`src/rtl/ssr_pkg.sv`:
```
// Package: shared constants and the fixed opcode-to-latency table.
// Assumes a 3-bit opcode class. Latencies outside the vector's reach
// are kept in the table on purpose, so that the error path is exercised.
package ssr_pkg;
    localparam int OP_W  = 3;
    localparam int LAT_W = 4;

    // Map an opcode class to its latency in cycles until the shared stage.
    function automatic logic [LAT_W-1:0] op_latency(input logic [OP_W-1:0] op);
        logic [LAT_W-1:0] l;
        case (op)
            3'd0:    l = 4'd2;
            3'd1:    l = 4'd3;
            3'd2:    l = 4'd4;
            3'd3:    l = 4'd6;
            3'd4:    l = 4'd8;
            3'd5:    l = 4'd9;
            3'd6:    l = 4'd1;
            default: l = 4'd11;
        endcase
        return l;
    endfunction
endpackage

```
`src/rtl/ssr_lat_decode.sv`:
```
// Latency decode: turns an opcode into a latency, checks that latency
// against the range the booking vector covers, and forms the bit index.
// Assumes LAT_MIN is the latency that maps to bit 0.
module ssr_lat_decode #(
    parameter int OP_W    = ssr_pkg::OP_W,
    parameter int LAT_W   = ssr_pkg::LAT_W,
    parameter int VEC_W   = 8,
    parameter int LAT_MIN = 2,
    localparam int IDX_W  = $clog2(VEC_W),
    localparam int LAT_MAX = LAT_MIN + VEC_W - 1
) (
    input  logic [OP_W-1:0]  op,
    output logic             in_range,
    output logic [IDX_W-1:0] idx
);
    logic [LAT_W-1:0] lat;
    logic [LAT_W-1:0] ofs;

    // Look up latency and derive range flag and vector index.
    always_comb begin
        lat      = ssr_pkg::op_latency(op);
        in_range = (int'(lat) >= LAT_MIN) && (int'(lat) <= LAT_MAX);
        ofs      = lat - LAT_W'(LAT_MIN);
        idx      = ofs[IDX_W-1:0];
    end
endmodule

```
`src/rtl/ssr_slot_check.sv`:
```
// Slot check: reads the booking bit selected by the decode index and
// decides between stall, booking or error for the current cycle.
// Assumes idx is meaningful only when in_range is high.
module ssr_slot_check #(
    parameter int VEC_W  = 8,
    localparam int IDX_W = $clog2(VEC_W)
) (
    input  logic             valid,
    input  logic             in_range,
    input  logic [IDX_W-1:0] idx,
    input  logic [VEC_W-1:0] rv,
    output logic             stall,
    output logic             claim,
    output logic             err
);
    logic busy;

    // Select the bit for the target cycle and classify the request.
    always_comb begin
        busy  = rv[idx];
        err   = valid && !in_range;
        stall = valid && in_range && busy;
        claim = valid && in_range && !busy;
    end
endmodule

```
`src/rtl/ssr_resv_vec.sv`:
```
// Booking vector register: shifts toward bit 0 every cycle, with zero
// entering the top. A booking at index k is written at k-1 so that it
// still names the same absolute cycle after the shift. A booking at
// index 0 falls off the vector, because no later request can reach it.
module ssr_resv_vec #(
    parameter int VEC_W  = 8,
    localparam int IDX_W = $clog2(VEC_W)
) (
    input  logic             clk,
    input  logic             rst_n,
    input  logic             claim,
    input  logic [IDX_W-1:0] idx,
    output logic [VEC_W-1:0] rv
);
    logic [VEC_W-1:0] rv_nxt;

    // Per-bit next state: upper neighbour plus an adjusted booking.
    for (genvar i = 0; i < VEC_W; i++) begin : g_bit
        if (i == VEC_W - 1) begin : g_top
            assign rv_nxt[i] = 1'b0;
        end else begin : g_mid
            assign rv_nxt[i] = rv[i+1] | (claim && (int'(idx) == i + 1));
        end
    end

    // State register with synchronous active-low clear.
    always_ff @(posedge clk) begin
        if (!rst_n) rv <= '0;
        else        rv <= rv_nxt;
    end


    shift_only_chk: assert property (@(posedge clk) disable iff (!rst_n)
        !claim |=> rv == ($past(rv) >> 1));


    book_place_chk: assert property (@(posedge clk) disable iff (!rst_n)
        (claim && idx != '0) |=>
        rv == (($past(rv) >> 1) | (VEC_W'(1) << ($past(idx) - 1'b1))));


    reset_clear_chk: assert property (@(posedge clk) disable iff (!rst_n)
        $rose(rst_n) |-> rv == '0);
endmodule

```
`src/rtl/stage_slot_booker.sv`:
```
// Top: books the shared stage for decode instructions by latency and
// stalls fetch/decode on a collision. Assumes the decode stage holds
// the same instruction on its inputs while fetch_stall is high.
module stage_slot_booker #(
    parameter int VEC_W   = 8,
    parameter int LAT_MIN = 2,
    localparam int OP_W   = ssr_pkg::OP_W,
    localparam int IDX_W  = $clog2(VEC_W)
) (
    input  logic             clk,
    input  logic             rst_n,
    input  logic             dec_valid,
    input  logic [OP_W-1:0]  dec_op,
    output logic             fetch_stall,
    output logic             lat_err,
    output logic [VEC_W-1:0] resv_vec
);
    logic             in_range;
    logic [IDX_W-1:0] idx;
    logic             claim;

    ssr_lat_decode #(.VEC_W(VEC_W), .LAT_MIN(LAT_MIN)) u_dec (
        .op(dec_op), .in_range(in_range), .idx(idx)
    );

    ssr_slot_check #(.VEC_W(VEC_W)) u_chk (
        .valid(dec_valid), .in_range(in_range), .idx(idx), .rv(resv_vec),
        .stall(fetch_stall), .claim(claim), .err(lat_err)
    );

    ssr_resv_vec #(.VEC_W(VEC_W)) u_vec (
        .clk(clk), .rst_n(rst_n), .claim(claim), .idx(idx), .rv(resv_vec)
    );


    stall_nobook_chk: assert property (@(posedge clk) disable iff (!rst_n)
        fetch_stall |=> resv_vec == ($past(resv_vec) >> 1));


    err_nostall_chk: assert property (@(posedge clk) disable iff (!rst_n)
        lat_err |-> !fetch_stall);


    idle_quiet_chk: assert property (@(posedge clk) disable iff (!rst_n)
        !dec_valid |-> (!fetch_stall && !lat_err));


    stall_busy_chk: assert property (@(posedge clk) disable iff (!rst_n)
        fetch_stall |-> resv_vec != '0);
endmodule

```
`config.mk`:
```
export PLATFORM = sky130hd
export DESIGN_NAME = stage_slot_booker
export DESIGN_NICKNAME = d
export VERILOG_FILES = /design/src/rtl/ssr_pkg.sv /design/src/rtl/ssr_lat_decode.sv /design/src/rtl/ssr_slot_check.sv /design/src/rtl/ssr_resv_vec.sv /design/src/rtl/stage_slot_booker.sv
export SDC_FILE = /design/constraint.sdc
export NUM_CORES = 1
export LEC_CHECK = 0
export ABC_AREA = 1
export BUFFER_PORTS_ARGS = -buffer_cell sky130_fd_sc_hd__buf_2
export CORE_AREA = 2 2 39 41
export CTS_BUF_LIST = sky130_fd_sc_hd__clkbuf_2
export CTS_CLUSTER_DIAMETER = 30
export DETAILED_ROUTE_END_ITERATION = 12
export DIE_AREA = 0 0 41 43
export PLACE_DENSITY = 0.66
export SYNTH_ARGS = -nofsm -noshare
export SYNTH_HDL_FRONTEND = slang
export SYNTH_SLANG_ARGS = --single-unit
export TNS_END_PERCENT = 10
```
`constraint.sdc`:
```
create_clock -name clk -period 0.83 [get_ports clk]
set_clock_uncertainty 0.05 [all_clocks]
set_input_delay 0 -clock clk [delete_from_list [all_inputs] [get_ports clk]]
set_output_delay 0 -clock clk [all_outputs]
set_load 0.01 [all_outputs]
```
# Word-level counts from Yosys, hierarchy flattened
# Index checks and enable logic that the tools add are counted.
word_totals:
  regBits: 8
  latchBits: 0
  ramBits: 0
  romBits: 0
  output_inout_bits: 10
  elab_cells: 44
  memories: 0
op_classes:
  add_sub_neg: 1
  n_mul: 0
  div_mod_pow: 0
  magnitude_cmp: 3
  eq_ne: 13
  n_shift: 0
  n_mux: 3
  n_bitwise: 7
  n_reduce_logical: 15
op_table:
  columns: ["cell", "n"]
  rows:
  - ["one-hot mux 4 bit (7 select lines)", 1]
  - ["equality test 3 bit (second input constant)", 7]
  - ["equality test 3 x 2 -> 1 bit (second input constant)", 4]
  - ["logical AND 1 bit", 12]
  - ["OR 1 bit", 7]
  - ["equality test 3 x 1 -> 1 bit (second input constant)", 2]
  - [">= comparator 4 x 2 -> 1 bit (second input constant)", 1]
  - ["<= comparator 4 bit (second input constant)", 1]
  - ["< comparator 3 x 4 -> 1 bit (second input constant)", 1]
  - ["binary-select mux 1 bit (select 3 bit)", 1]
  - ["zero test 3 bit", 1]
  - ["subtractor 3 x 2 -> 3 bit (second input constant)", 1]
  - ["zero test 1 bit", 2]
  - ["2-to-1 mux 1 bit", 1]

# Longest topological paths before layout
# Gate-level depths: netlist of run 1.
depth:
  depth_word: 9
  depth_mapped: 9

# Cells and area by module
# A second synthesis of run 1 with hierarchy kept.
hier_totals:
  hier_cells: 84
  area_unflattened_um2: 480.5
modules_own_cells:
  columns: ["module", "instances", "cells_each", "area_each_um2", "seq_area_each_um2"]
  rows:
  - ["ssr_resv_vec", 1, 38, 276.5, 140.1]
  - ["ssr_slot_check", 1, 36, 160.2, 0.0]
  - ["ssr_lat_decode", 1, 10, 43.8, 0.0]

# Worst setup path before layout of run 1
# OpenSTA, ideal clock, no wires.
synth_timing:
  path_type: "flip-flop to output port"
  startpoint: "register u_vec.rv[4]"
  endpoint: "output fetch_stall"
  arrival_time_ps: 972
  setup_slack_ps: -192
  path_stages_with_launch: 7
  n_path_buf: 0
  cell_sequence: "dfxtp_1 > nand3_1 > nand2_1 > nand2_1 > nand3_2 > nand2_2 > nor3_1"
synth_between:
  elab_chain_cells: 3
synth_rtl:
  columns: ["item", "line", "source"]
  rows:
  - ["from (decl)", "ssr_resv_vec.sv:13", "output logic [VEC_W-1:0] rv"]
  - ["from (signal assigned)", "ssr_resv_vec.sv:29", "else rv <= rv_nxt;"]
  - ["binary-select mux 1 bit (select 3 bit)", "ssr_slot_check.sv:20", "busy = rv[idx];"]
  - ["2-to-1 mux 1 bit (not written as such)", "ssr_slot_check.sv:20", null]
  - ["logical AND 1 bit", "ssr_slot_check.sv:22", "stall = valid && in_range && busy;"]
  - ["to (decl)", "stage_slot_booker.sv:14", "output logic fetch_stall,"]
# Every way passes these cells. The select of a mux whose other input is x is not followed.

# Worst setup path after layout of run 1
layout_timing:
  startpoint: "register u_vec.rv[5]"
  endpoint: "output fetch_stall"
# Same word-level chain as after synthesis.

==> summary.txt, run 1 <==
Place
  – Placed cells: 106
  – Port Buffers: 14
  – Dpl ws: -316 ps
  – Placer Congestion: 0.776
  – HPWL after DPL: 855 microns

Route
  – Drt wl/cell: 9.82 microns
  – Remaining DRCs: 0
  – Vias: 497
  – DRT iter0 DRCs: 9
  – Routed Antenna Nets: 0
  – Via density: 4.40
  – Detailed Route WL: 1110 microns
  – DR pass1 iterations: 3

Timing
  – Final Hold Fails: 0
  – Fmax: 861 MHz
  – PnR worst setup slack: -331 ps
  – Setup TNS: -1810 ps
  – Min Clock Period, post-route: 1160 ps
  – RSZ-0062 raised after global routing: true
  – Slew Viols, Final: 0
  – Final setup violation count: 10
  – Tcrit/Tclk final: 140%

Floorplan
  – FP Rows: 14
  – Starting Density: 29.7%
  – Overall die width: 41 microns
  – Die ar.: 1760 sq um
  – DIE HEIGHT: 43 microns
  – Top Ports: 16
  – Core ar.: 1380 sq um

GRT
  – Largest net degree at the start of global routing: 8
  – Total grt overflow: 0
  – Vias in the first global route: 498
  – First-pass GRT wire length: 1860 microns
  – Total GRT Usage: 15.3%
  – Initial antenna violation count: 0

Finish
  – Most common cell after layout, fill and taps aside: inv_1
  – Layout area overhead: 72.9%
  – Fill count: 140
  – Share of layout cells above drive strength 1: 54.6%
  – Most frequent cells in the layout: inv_1 (13), nand2_1 (12), buf_4 (11), buf_2 (10)
  – Multi-input logic area: 259 sq um
  – # diodes: 0
  – Register name with the most flops: u_vec.rv
  – Register area: 146 sq um
  – Layout Nets: 104
  – Top flop regs: u_vec.rv: 7 flops
  – Finished Layout Cells: 113
  – Max FFs per register: 7

Clock network
  – CTS Sinks: 7
  – H-tree depth: 1
  – Clock-pin slew on the worst setup and hold paths: 70 ps
  – Total CTS buffers: 3
  – CTS tree: yes
  – CTS Root Buffer Type: clkbuf_2
  – Clk_lat worst skew: 230 ps
  – Clk buf depth: 2

Synthesis
  – Synth Area in Compound Gates: 8.21%
  – Mean Syn Cell Area: 6.24 sq um
  – Post-synthesis xor/xnor area fraction: 0%
  – Synth area leaders: dfxtp_1 (34%), nand3_1 (16%), inv_1 (12%), nand2_1 (11%), a21oi_1 (6.1%)
  – Multiplexer share of the synthesized area: 0%
  – Simple-gate area share of the yosys netlist: 41.3%
  – Post-synthesis sequential area ratio: 34.0%
  – Mapped cell area: 412 sq um
  – Syn_nets: 72
  – Post-Synthesis Cells: 66
  – Adder-cell share of the synthesized area: 0%
  – Share of the synthesized area in the top cell type: 34.0%
  – Post-synth cell types: 14
  – Cell taking the most area after synthesis: dfxtp_1
  – Syn. warnings: 0
  – Largest family of logic cells by synthesized area: simple AND/OR/NAND/NOR gates
  – Yosys reg bits: 7

Power
  – Lkg Pwr: 0.000387 uW
  – Power Dens Cells: 1130 nW/um^2
  – Peak VDD IR: 732 uV

Worst setup path
  – Crit path kind: reg -> out
  – Worst-path maximum fanout: 2
  – Crit path arrival time: 1110 ps
  – Setup crit end kind: primary output
  – CP Data Required Time: 780 ps
  – Path depth of the worst reg2reg path: 8
  – Startpoint Class: flop

Run
  – Max_cap viols: 0

Min path
  – Hold-critical path depth: 4
  – Hold Crit Class: in -> reg

Status
  – Failing checks: negative setup slack
  – Result of the run: finished with violations
## power breakdown
part	switching, uW	total (uW)	internal, uW	leakage [uW]
Clock	120	248	128	0.0000166
Sequential	4.77	349	344	0.0000591
Combinational	119	209	90.4	0.000311
Total	243	806	563	0.000387
## through the flow
step	util [%]	cell area (sq um)	power, uW	hold WS [ps]
after floorplan	-	452	466	47.6
after global placement	44.6	617	537	163
after detailed placement	44.6	617	541	168
after CTS	50.9	704	814	19.4
after global routing	51.4	712	860	31.5
final	51.4	712	806	24.8
## cell type report
cell class / count / share of cell area [%]
multi-input combinational: 43 / 36.4
timing repair buffer: 28 / 29.5
sequential: 7 / 20.6
inverter: 15 / 7.91
clock buffer: 4 / 2.81
tap: 16 / 2.81
## synth_stat cells
library cell,n
nor2_1,6
nand3_1,13
buf_4,1
nand2_2,2
nor3_2,1
a21oi_1,5
o21ai_2,1
nand2_1,12
dfxtp_1,7
nor3_1,1
inv_2,2
inv_1,13
nand3_2,1
conb_1,1
## final timing paths
check	startpoint	end	slack [ps]
max reg2reg	u_vec.rv[5]$_SDFF_PN0_	u_vec.rv[5]$_SDFF_PN0_	-290
max	u_vec.rv[5]$_SDFF_PN0_	fetch_stall	-330
min	dec_op[2]	u_vec.rv[1]$_SDFF_PN0_	20
min reg2reg	u_vec.rv[3]$_SDFF_PN0_	u_vec.rv[2]$_SDFF_PN0_	380
## metal layers
layer,GRT usage [%],wire [microns],up-vias
li1,-,-,265
met3,3.14,39,2
met2,23.8,565,10
met1,18.8,486,220
met4,8.00,18,0
met5,0,0,-
## logic make-up after synthesis
family / count (synthesis)
flip-flops: 7
AND/OR/NAND/NOR: 36
buffers and inverters: 16
other: 1
AO/OA/AOI/OAI: 6
## critical path: stages, from the launching register on
cell	delay, ps
dfxtp_2	330
nand3_2	50
nand2_1	60
nand2_1	50
nand3_2	80
nand2_4	60
nor3_2	90
buf_2	150
## repair_timing
| item | in CTS | in global routing |
|---|---|---|
| hold buffers | 1 | 0 |
| hold endpoints to repair | 2 | 0 |
| pin swaps | 4 | 1 |
| buffers inserted | 2 | 0 |
| resized for setup | 9 | 2 |
| gates cloned | 0 | 0 |
| setup endpoints to repair | 11 | 12 |
Power figures use the tool's default switching activity.
==> inputs of run 2 (changes only) <==
--- a/config.mk
+++ b/config.mk
@@ -13,6 +13,7 @@
 export DETAILED_ROUTE_END_ITERATION = 12
 export DIE_AREA = 0 0 41 43
 export PLACE_DENSITY = 0.66
+export SKIP_CTS_REPAIR_TIMING = 1
 export SYNTH_ARGS = -nofsm -noshare
 export SYNTH_HDL_FRONTEND = slang
 export SYNTH_SLANG_ARGS = --single-unit
==> summary.txt, run 2 (synthesis results as in run 1) <==
Worst setup path
  – Crit path cell chain: nand3_1 -> nand2_1 -> nand2_1 -> nand3_2 -> nand2_4 -> nor3_2 -> buf_2 (was nand3_2 -> nand2_1 -> nand2_1 -> nand3_2 -> nand2_4 -> nor3_2 -> buf_2)
  – Setup crit end kind: primary output (unchanged)
  – CP Data Required Time: 780 ps (about the same)
  – Crit path arrival time: 1140 ps (was 1110 ps)
  – Critical path's most frequent cell: nand2_1
  – Startpoint Class: flop (unchanged)
  – CP max stage cell: dfxtp_2 (unchanged)
  – WP buf/inv: 1 (unchanged)
  – Worst-path maximum fanout: 6 (was 2)
  – Crit path kind: reg -> out (unchanged)
  – Worst path top cell family by delay: simple AND/OR/NAND/NOR gates (unchanged)
  – Worst path max stage delay: 330 ps (about the same)

Power
  – Lkg Pwr: 0.000376 uW (was 0.000387 uW)
  – Power Dens Cells: 1160 nW/um^2 (was 1130 nW/um^2)
  – Peak VDD IR: 718 uV (was 732 uV)

GRT
  – First-pass GRT wire length: 1750 microns (was 1860 microns)
  – Initial antenna violation count: 0 (unchanged)
  – Vias in the first global route: 486 (was 498)
  – Total GRT Usage: 14.5% (was 15.3%)
  – Largest net degree at the start of global routing: 8 (unchanged)
  – Total grt overflow: 0 (unchanged)

Finish
  – Post-route design area: 684 sq um (was 712 sq um)
  – Layout Nets: 102 (was 104)
  – Most common cell after layout, fill and taps aside: inv_1 (unchanged)
  – # diodes: 0 (unchanged)
  – Layout area overhead: 66.3% (was 72.9%)
  – Most frequent cells in the layout: inv_1 (13), nand2_1 (12), buf_2 (10), buf_4 (10), nand3_1 (8) (was inv_1 (13), nand2_1 (12), buf_4 (11), buf_2 (10))
  – Final Util: 49.5% (was 51.4%)
  – Finished Layout Cells: 111 (was 113)
  – Register name with the most flops: u_vec.rv (unchanged)
  – Share of layout cells above drive strength 1: 51.6% (was 54.6%)
  – Top flop regs: u_vec.rv: 7 flops (unchanged)
  – Max FFs per register: 7 (unchanged)

Timing
  – Min Clock Period, post-route: 1190 ps (was 1160 ps)
  – Worst hold margin: 23.8 ps (was 24.8 ps)
  – Fmax: 843 MHz (was 861 MHz)
  – Final Hold Fails: 0 (unchanged)
  – Slew Viols, Final: 0 (unchanged)
  – Tcrit/Tclk final: 143% (was 140%)
  – PnR worst setup slack: -356 ps (was -331 ps)
  – RSZ-0062 raised after global routing: true (unchanged)
  – Final setup violation count: 10 (unchanged)

Place
  – Placer Congestion: 0.776 (unchanged)
  – HPWL after DPL: 855 microns (unchanged)
  – Placed cell areas: 617 sq um (unchanged)
  – Placed cells: 106 (unchanged)
  – Port Buffers: 14 (unchanged)
  – Dpl ws: -316 ps (unchanged)

Floorplan
  – Overall die width: 41 microns (unchanged)
  – Core ar.: 1380 sq um (unchanged)
  – FP Rows: 14 (unchanged)
  – Top Ports: 16 (unchanged)
  – DIE HEIGHT: 43 microns (unchanged)
  – Starting Density: 29.7% (unchanged)
  – Die ar.: 1760 sq um (unchanged)

Run
  – Max_cap viols: 0 (unchanged)

Clock network
  – Total CTS buffers: 3 (unchanged)
  – Clk_lat worst skew: 230 ps (about the same)
  – H-tree depth: 1 (unchanged)
  – Clock-pin slew on the worst setup and hold paths: 80 ps (was 70 ps)
  – CTS Sinks: 7 (unchanged)
  – Clk buf depth: 2 (unchanged)
  – CTS tree: yes (unchanged)
  – CTS Root Buffer Type: clkbuf_2 (unchanged)

Route
  – DRT iter0 DRCs: 6 (was 9)
  – Routed Antenna Nets: 0 (unchanged)
  – Detailed Route WL: 1040 microns (was 1110 microns)
  – Via density: 4.40 (about the same)
  – Remaining DRCs: 0 (unchanged)
  – DR pass1 iterations: 3 (unchanged)
  – Drt wl/cell: 9.38 microns (was 9.82 microns)
  – Vias: 488 (was 497)

Min path
  – Hold Crit Class: in -> reg (unchanged)

Status
  – Failing checks: negative setup slack (unchanged)
  – Result of the run: finished with violations (unchanged)
run 2: power by group:
group / switching (uW) / leakage [uW] / internal [uW]
logic: 113 / 0.000300 / 82.7
registers: 4.76 / 0.0000591 / 344
clock network: 121 / 0.0000166 / 128
total: 239 / 0.000376 / 555
run 2: final cells by class:
type / instances / area, sq um
Timing Repair Buffer: 26 / 191
Clock buffer: 4 / 20.0
Inverter: 15 / 56.3
Tap cell: 16 / 20.0
Fill cell: 143 / 699
Multi-Input combinational cell: 43 / 250
Sequential cell: 7 / 146
run 2: metal layers:
| metal | vias up | global-route usage (%) | routed length, microns |
|---|---|---|---|
| met1 | 213 | 16.2 | 453 |
| met2 | 10 | 23.8 | 529 |
| li1 | 263 | - | - |
| met5 | - | 0 | 0 |
| met3 | 2 | 3.14 | 40 |
| met4 | 0 | 8.00 | 18 |
run 2: worst register-to-register path, delay by kind of cell, from the launching register on:
family           cells  cell delay, ps
AND/OR/NAND/NOR      6             450
flip-flops           1             320
AO/OA/AOI/OAI        1             120
run 2: metrics by stage:
stage	TNS (ps)	power (uW)
2_1_floorplan	-634	466
3_3_place_gp	-1500	537
3_5_place_dp	-1750	541
4_1_cts	-1550	794
5_1_grt	-2120	847
6_report	-1300	794
run 2: worst paths after layout:
path / startpoint / end / slack, ps / cells past startpoint
worst max-delay path: u_vec.rv[5]$_SDFF_PN0_ / fetch_stall / -360 / 7
worst min-delay path: dec_op[2] / u_vec.rv[1]$_SDFF_PN0_ / 20 / 4
worst max register to register: u_vec.rv[5]$_SDFF_PN0_ / u_vec.rv[0]$_SDFF_PN0_ / -200 / 7
worst min register to register: u_vec.rv[3]$_SDFF_PN0_ / u_vec.rv[2]$_SDFF_PN0_ / 380 / 2
